===== config.mk =====
export PLATFORM = sky130hd
export DESIGN_NAME = shadow_decode
export DESIGN_NICKNAME = d
export VERILOG_FILES = /design/src/rtl/shd_pkg.sv /design/src/rtl/shd_attr_regs.sv /design/src/rtl/shd_region_map.sv /design/src/rtl/shd_route_stage.sv /design/src/rtl/shadow_decode.sv
export SDC_FILE = /design/constraint.sdc
export NUM_CORES = 1
export LEC_CHECK = 0
export BUFFER_PORTS_ARGS = -buffer_cell sky130_fd_sc_hd__clkbuf_2
export CORE_ASPECT_RATIO = 1.2
export CORE_MARGIN = 3
export CORE_UTILIZATION = 61
export CTS_BUF_LIST = sky130_fd_sc_hd__clkbuf_8
export DETAILED_ROUTE_END_ITERATION = 10
export PLACE_DENSITY = 0.88
export SLEW_MARGIN = 20
export SYNTH_ARGS = -nofsm -noshare
export SYNTH_HDL_FRONTEND = slang
export SYNTH_SLANG_ARGS = --single-unit

===== constraint.sdc =====
create_clock -name clk -period 5.1 [get_ports clk]
set_clock_uncertainty 0.05 [all_clocks]
set_input_delay 0.51 -clock clk [delete_from_list [all_inputs] [get_ports clk]]
set_output_delay 0.51 -clock clk [all_outputs]
set_load 0.02 [all_outputs]

===== src/rtl/shd_pkg.sv =====
package shd_pkg;

    localparam int            NUM_ATTR_REGS = 7;
    localparam logic [7:0]    ATTR_BASE     = 8'h59;
    localparam logic [19:0]   LEGACY_LO     = 20'hC0000;
    localparam logic [19:0]   LEGACY_HI     = 20'hEFFFF;
    localparam logic [19:0]   ISA_FW_LO     = 20'hF0000;
    localparam logic [5:0]    BLK_BIAS      = 6'd46;   // block 0x30 maps to region 2
    localparam int            IDX_W         = 4;

    typedef enum logic {
        TGT_DRAM = 1'b0,
        TGT_ROM  = 1'b1
    } target_e;

    typedef struct packed {
        logic wr_en;
        logic rd_en;
    } attr_t;

    typedef struct packed {
        logic             legacy;   // address falls in one of regions 1..13
        logic [IDX_W-1:0] idx;      // region number when legacy is set
        logic             top;      // firmware window under the address-space top
    } region_t;

    function automatic attr_t pick_field(logic [7:0] byte_in, logic odd);
        logic [3:0] nib;
        attr_t      a;
        nib     = odd ? byte_in[7:4] : byte_in[3:0];
        a.rd_en = nib[0];
        a.wr_en = nib[1];
        return a;
    endfunction

endpackage


===== src/rtl/shd_attr_regs.sv =====
module shd_attr_regs
    import shd_pkg::*;
#(
    parameter int         NREG = NUM_ATTR_REGS,
    parameter logic [7:0] BASE = ATTR_BASE
) (
    input  logic                 clk,
    input  logic                 rst,
    input  logic                 cfg_wr,
    input  logic [7:0]           cfg_addr,
    input  logic [7:0]           cfg_wdata,
    output logic [7:0]           cfg_rdata,
    output logic [NREG-1:0][7:0] attrs
);

    logic [NREG-1:0] hit;

    for (genvar k = 0; k < NREG; k++) begin : g_reg
        assign hit[k] = (cfg_addr == BASE + 8'(k));

        always_ff @(posedge clk) begin
            if (rst) begin
                attrs[k] <= 8'h00;
            end else if (cfg_wr && hit[k]) begin
                attrs[k] <= cfg_wdata;
            end
        end
    end

    always_comb begin
        cfg_rdata = 8'h00;
        for (int k = 0; k < NREG; k++) begin
            if (hit[k]) begin
                cfg_rdata = attrs[k];
            end
        end
    end

endmodule


===== src/rtl/shd_region_map.sv =====
module shd_region_map
    import shd_pkg::*;
#(
    parameter int ADDR_W = 32,
    parameter int OFF_W  = 16
) (
    input  logic [ADDR_W-1:0] addr,
    output region_t           reg_o
);

    logic [19:0] lo;
    logic        below_1m;
    logic [5:0]  blk_rel;
    logic        unused_bits;

    assign lo       = addr[19:0];
    assign below_1m = (addr[ADDR_W-1:20] == '0);
    assign blk_rel  = lo[19:14] - BLK_BIAS;
    assign unused_bits = ^{lo[13:0], blk_rel[5:4]};

    always_comb begin
        reg_o.legacy = 1'b0;
        reg_o.idx    = '0;
        reg_o.top    = &addr[ADDR_W-1:OFF_W];
        if (below_1m && lo >= ISA_FW_LO) begin
            reg_o.legacy = 1'b1;
            reg_o.idx    = IDX_W'(1);
        end else if (below_1m && lo >= LEGACY_LO && lo <= LEGACY_HI) begin
            reg_o.legacy = 1'b1;
            reg_o.idx    = blk_rel[IDX_W-1:0];
        end
    end

endmodule


===== src/rtl/shd_route_stage.sv =====
module shd_route_stage
    import shd_pkg::*;
#(
    parameter int NREG  = NUM_ATTR_REGS,
    parameter int OFF_W = 16
) (
    input  logic                 clk,
    input  logic                 rst,
    input  logic                 mem_valid,
    input  logic                 mem_write,
    input  logic [OFF_W-1:0]     low_addr,
    input  region_t              reg_i,
    input  logic [NREG-1:0][7:0] attrs,
    output logic                 rd_strobe,
    output logic                 rd_to_rom,
    output logic                 wr_strobe,
    output logic                 wr_to_rom,
    output logic [OFF_W-1:0]     rom_off
);

    logic [7:0] sel_byte;
    attr_t      attr;
    target_e    tgt_rd, tgt_wr, tgt;

    always_comb begin
        sel_byte = 8'h00;
        for (int k = 0; k < NREG; k++) begin
            if (reg_i.idx[IDX_W-1:1] == (IDX_W-1)'(k)) begin
                sel_byte = attrs[k];
            end
        end
        attr = pick_field(sel_byte, reg_i.idx[0]);
    end

    always_comb begin
        tgt_rd = TGT_DRAM;
        tgt_wr = TGT_DRAM;
        if (reg_i.top) begin
            tgt_rd = TGT_ROM;
            tgt_wr = TGT_ROM;
        end else if (reg_i.legacy) begin
            tgt_rd = attr.rd_en ? TGT_DRAM : TGT_ROM;
            tgt_wr = attr.wr_en ? TGT_DRAM : TGT_ROM;
        end
        tgt = mem_write ? tgt_wr : tgt_rd;
    end

    always_ff @(posedge clk) begin
        if (rst) begin
            rd_strobe <= 1'b0;
            rd_to_rom <= 1'b0;
            wr_strobe <= 1'b0;
            wr_to_rom <= 1'b0;
            rom_off   <= '0;
        end else begin
            rd_strobe <= mem_valid && !mem_write;
            wr_strobe <= mem_valid && mem_write;
            rd_to_rom <= mem_valid && !mem_write && (tgt == TGT_ROM);
            wr_to_rom <= mem_valid && mem_write && (tgt == TGT_ROM);
            rom_off   <= (mem_valid && tgt == TGT_ROM) ? low_addr : '0;
        end
    end

endmodule


===== src/rtl/shadow_decode.sv =====
module shadow_decode
    import shd_pkg::*;
#(
    parameter int ADDR_W = 32,
    parameter int OFF_W  = 16
) (
    input  logic              clk,
    input  logic              rst,
    input  logic              cfg_wr,
    input  logic [7:0]        cfg_addr,
    input  logic [7:0]        cfg_wdata,
    output logic [7:0]        cfg_rdata,
    input  logic              mem_valid,
    input  logic              mem_write,
    input  logic [ADDR_W-1:0] mem_addr,
    output logic              rd_strobe,
    output logic              rd_to_rom,
    output logic              wr_strobe,
    output logic              wr_to_rom,
    output logic [OFF_W-1:0]  rom_off
);

    logic [NUM_ATTR_REGS-1:0][7:0] attrs;
    region_t                       region;

    shd_attr_regs #(
        .NREG (NUM_ATTR_REGS),
        .BASE (ATTR_BASE)
    ) u_regs (
        .clk       (clk),
        .rst       (rst),
        .cfg_wr    (cfg_wr),
        .cfg_addr  (cfg_addr),
        .cfg_wdata (cfg_wdata),
        .cfg_rdata (cfg_rdata),
        .attrs     (attrs)
    );

    shd_region_map #(
        .ADDR_W (ADDR_W),
        .OFF_W  (OFF_W)
    ) u_map (
        .addr  (mem_addr),
        .reg_o (region)
    );

    shd_route_stage #(
        .NREG  (NUM_ATTR_REGS),
        .OFF_W (OFF_W)
    ) u_route (
        .clk       (clk),
        .rst       (rst),
        .mem_valid (mem_valid),
        .mem_write (mem_write),
        .low_addr  (mem_addr[OFF_W-1:0]),
        .reg_i     (region),
        .attrs     (attrs),
        .rd_strobe (rd_strobe),
        .rd_to_rom (rd_to_rom),
        .wr_strobe (wr_strobe),
        .wr_to_rom (wr_to_rom),
        .rom_off   (rom_off)
    );

endmodule


# Word level (Yosys, flattened, before mapping)
# Cells that the tools add are included.
# word_totals
register_bits	76
input_bits	53
output_inout_bits	28
elab_cells	74
# op_classes
n_addsub	1
magnitude_cmp	3
n_eq_ne	13
mux	24
n_bitwise	1
n_reduce_logical	20
# ops
cell	count
$eq A8 B7 Y1 const B	7
$mux W8	7
$mux W6	7
$ge A20 B20 Y1 const B	2
$le A20 B20 Y1 const B	1
$reduce_and A16 Y1	1
$logic_and A1 B1 Y1	15
$logic_not A12 Y1	1
$mux W5	2
$eq A3 B3 Y1 const B	3
$mux W1	7
$eq A3 B2 Y1 const B	2
$sub A4 B4 Y4 const B	1
$eq A3 B1 Y1 const B	1
$logic_not A3 Y1	1
$mux W2	1
$reduce_or A2 Y1	1
$logic_not A1 Y1	1
$not A1 Y1	1

# Depth between registers and ports, before layout
# depth
word_depth	21
ltp_mapped	11
mapped_depth_nobuf	8

# By module
# From an unflattened synthesis, not the netlist that was laid out.
# unflattened
hier_cells	403
area_unflattened_um2	3945.0
# by_module_without_submodules
mod	instances	cells_each	area_each_um2	seq_area_each_um2
shd_attr_regs	1	264	2701.3	1121.1
shd_route_stage	1	115	1066.0	400.4
shd_region_map	1	24	177.7	0.0

# Least setup slack after synthesis
# Ideal clock, no wire load.
# synth_timing
kind	in2out
start	input port cfg_addr[1]
end	output port cfg_rdata[5]
arrival_ns	1.907
required_time_ns	4.540
slack_ns	2.633
cell_stages	8
path_buffers	1
cell_sequence	clkbuf_1 -> nor3b_1 -> nand2_1 -> o21ai_0 -> o221ai_1 -> o21ai_0 -> nand2_1 -> a21oi_1
# synth_via
elab_chain_cells	8
elab_cells_between_ends	14
classes_between	eq/ne: 7; mux: 7
# synth_rtl
element	line	rtl
start: declaration	shadow_decode.sv:10	input logic [7:0] cfg_addr,
$eq A8 B7 Y1	shd_attr_regs.sv:19	assign hit[k] = (cfg_addr == BASE + 8'(k));
$mux W8 (6 in series)	shd_attr_regs.sv:33	if (hit[k]) begin
$mux W8 (*)	shd_attr_regs.sv:33	
end: declaration	shadow_decode.sv:12	output logic [7:0] cfg_rdata,
# Every way passes the cells marked *; elsewhere a longest branch is shown, timed or not.

# Final worst setup path
# layout_timing
start	input port cfg_addr[0]
end	output port cfg_rdata[1]
# The elaborated chain is that of the path after synthesis.

==> impl_metrics.py <==
metrics = {
    "power": {
        "finalPower_mw": 1.18,
        "p_per_area_mw_per_mm2": 269,
        "p_leak_nw": 1.72,
        "ir_drop_mv": 0.200,
    },
    "yosys": {
        "syn-num-nets": 504,
        "netlist_top_cells_area": "dfxtp_1 (40%), mux2i_1 (11%), nand2_1 (7.6%)",
        "ys.flop_type": "dfxtp_1",
        "ys_ff_latch": 76,
        "synth_largest_area_cell": "dfxtp_1",
        "syn_inst": 450,
        "yosysSeqAreaShare_pct": 40.3,
        "syn_avg_cell_area_sq_um": 8.40,
        "async_flop_share_pct": 0,
        "yosys_warnings": 0,
        "syn_area_sq_mm": 0.00378,
        "yosysUniqueCellTypes": 48,
        "synth_top_area_share_pct": 40.3,
        "synth_edf_count": 0,
    },
    "cells_and_area": {
        "finalNetCount": 572,
        "syn_to_final_growth_pct": 15.8,
        "postLayoutCoreUtil_pct": 75.2,
        "diodes": 0,
        "final_common_cell": "clkbuf_2",
        "layout_common_cells": "clkbuf_2 (79), nand2_1 (77), dfxtp_1 (76)",
        "drive_gt1_share_pct": 24.3,
    },
    "setup_path": {
        "path_class": "input pin to output pin",
        "worstPathMaxFanout": 31,
        "crit_slowest_cell": "nor3b_1",
        "endpoint_kind": "output pin",
        "cp.required_ns": 4.54,
        "cp-start-kind": "input pin",
        "cp_data_arrival_time_ns": 2.60,
        "cp_slowest_stage_delay_ns": 0.57,
        "path_cells": "clkbuf_2 -> nor3b_1 -> nand2_1 -> o21ai_0 -> a31oi_1 -> o21ai_0 -> nand2_1 -> a21oi_1 -> clkbuf_2",
    },
    "grt": {
        "grt_start_max_net_pins": 58,
        "track_usage_pct": 28.2,
        "antenna_found_initial": 0,
        "gr-total-overflow": 0,
        "grt_pass1_vias": 3479,
        "grt_pass1_wl_mm": 16.1,
    },
    "timing": {
        "fin_crit_ns": 3.16,
        "hold_ws_ns": 0.292,
        "rsz0062_at_grt": "false",
        "slew_headroom_pct": 30.9,
        "setup_slack_ns": 1.94,
        "hold_violations": 0,
        "setup-violations-final": 0,
        "slew_viol_final": 0,
        "final.period_utilization_pct": 61.9,
        "tightest_slew_ns": 1.03,
        "fmax_ghz": 0.317,
        "tns_ns": 0,
    },
    "floorplanning": {
        "std_cell_rows": 30,
        "dieWidth_um": 77.8,
        "initial_core_util_pct": 64.9,
        "io_pins": 81,
        "dieArea_sq_mm": 0.00718,
        "core_region_area_sq_mm": 0.00582,
        "fp.dieH_um": 92.2,
    },
    "status": {
        "status": "finished, final reports clean",
    },
    "clock_tree": {
        "cts_inserted_buffers": 9,
        "cts_max_level": 3,
        "worstSkewPairLatency_ns": 0.36,
        "postCtsSetupBuffers": 0,
        "clock_sinks": 76,
        "cts_tree": "built",
        "cts_root_buf": "clkbuf_8",
        "hold_buffers": 0,
        "clkTransAtPathRegs_ns": 0.09,
        "cts_resized": 0,
        "cts_buffer_depth": 2,
    },
    "placement": {
        "pre_cts_ws_ns": 1.79,
        "place.gp.congestion": 0.883,
        "dp_hpwl_mm": 6.99,
        "io_buffers": 80,
    },
    "detailed_routing": {
        "ant_nets": 0,
        "routed_wirelength_mm": 10.0,
        "routedWlPerCell_um": 16.6,
        "drcViolationCount": 0,
        "post_drt_via_cell_ratio": 6.02,
        "via_count": 3628,
        "drt-initial-drc-count": 345,
        "first_pass_iters": 5,
    },
    "worst_hold_path": {
        "hold_path_class": "input pin to flop",
    },
    "flow_run": {
        "cap_violations": 0,
    },
}
routing by layer:
layer | up-vias | routed length (um) | track usage, % | share of wire [%]
met2 | 204 | 4920 | 48.5 | 49
met1 | 1677 | 3990 | 33.8 | 40
met4 | 0 | 260 | 13.1 | 2.6
li1 | 1715 | - | - | -
met3 | 32 | 865 | 5.21 | 8.6
met5 | - | 0 | 0 | 0
registers in the layout, summed over array words and instances, names as in the netlist:
register	flops
u_route.rd_strobe	1
u_regs.attrs	56
u_route.wr_strobe	1
u_route.rom_off	16
u_route.wr_to_rom	1
u_route.rd_to_rom	1
synthesized netlist by cell type (2+ instances only):
library cell	number
buf_1	2
a31oi_1	7
nor4_1	2
nand2_1	77
nand2b_1	3
o221ai_1	4
buf_4	4
and2_1	3
xnor2_1	2
mux2_2	5
a21oi_1	36
a211oi_1	2
clkbuf_1	14
buf_2	3
nor3_1	10
and3_1	3
mux4_2	4
nand4_1	7
nor2_1	60
o31ai_1	2
mux2i_1	42
dfxtp_1	76
or3_1	2
nor2_2	5
nor2b_1	10
nand3_1	8
nor3b_1	3
o21ai_0	19
a21boi_0	3
a22oi_1	5
nor3_2	10
final timing paths:
check                   start                 end  slack (ns)  cells past startpoint
min reg2reg  u_regs.attrs[19]    u_regs.attrs[19]        0.40                      2
min               mem_addr[3]  u_route.rom_off[3]        0.29                      3
max               cfg_addr[0]        cfg_rdata[1]        1.94                      9
max reg2reg  u_regs.attrs[16]   u_route.rd_to_rom        3.16                      7
worst max-delay path, delay by kind of cell:
kind            cells  cell delay (ns)
simple gates        3             0.79
buf+inv             2             0.61
compound gates      4             0.67
area by class of cell:
cell class | count | area (sq um)
multi-input combinational | 348 | 2130
sequential | 76 | 1520
fill | 412 | 1440
timing repair buffer | 81 | 408
clock buffer | 9 | 124
tap | 80 | 100
clock inverter | 7 | 80.1
inverter | 2 | 7.51
metrics by stage:
step                instances  cell area, sq um
global route              603              4370
finish                    603              4370
detailed placement        587              4170
floorplan                 450              3780
CTS                       603              4370
global placement          587              4170
power by group:
part | switching [mW] | internal [mW]
combinational | 0.0663 | 0.0349
sequential | 0.000551 | 0.594
clock | 0.246 | 0.234
cell families (layout without fill, tap and decap cells):
family / after synthesis / after routing / synth area share, %
multiplexers: 51 / 51 / 15.0
AND/OR/NAND/NOR: 209 / 209 / 27.0
adder cells (fa/ha/maj): 1 / 1 / 0.331
buffers and inverters: 26 / 99 / 3.28
AO/OA/AOI/OAI: 84 / 84 / 13.5
XOR/XNOR: 3 / 3 / 0.695
flip-flops: 76 / 76 / 40.3
(Power assumes the default switching activity.)
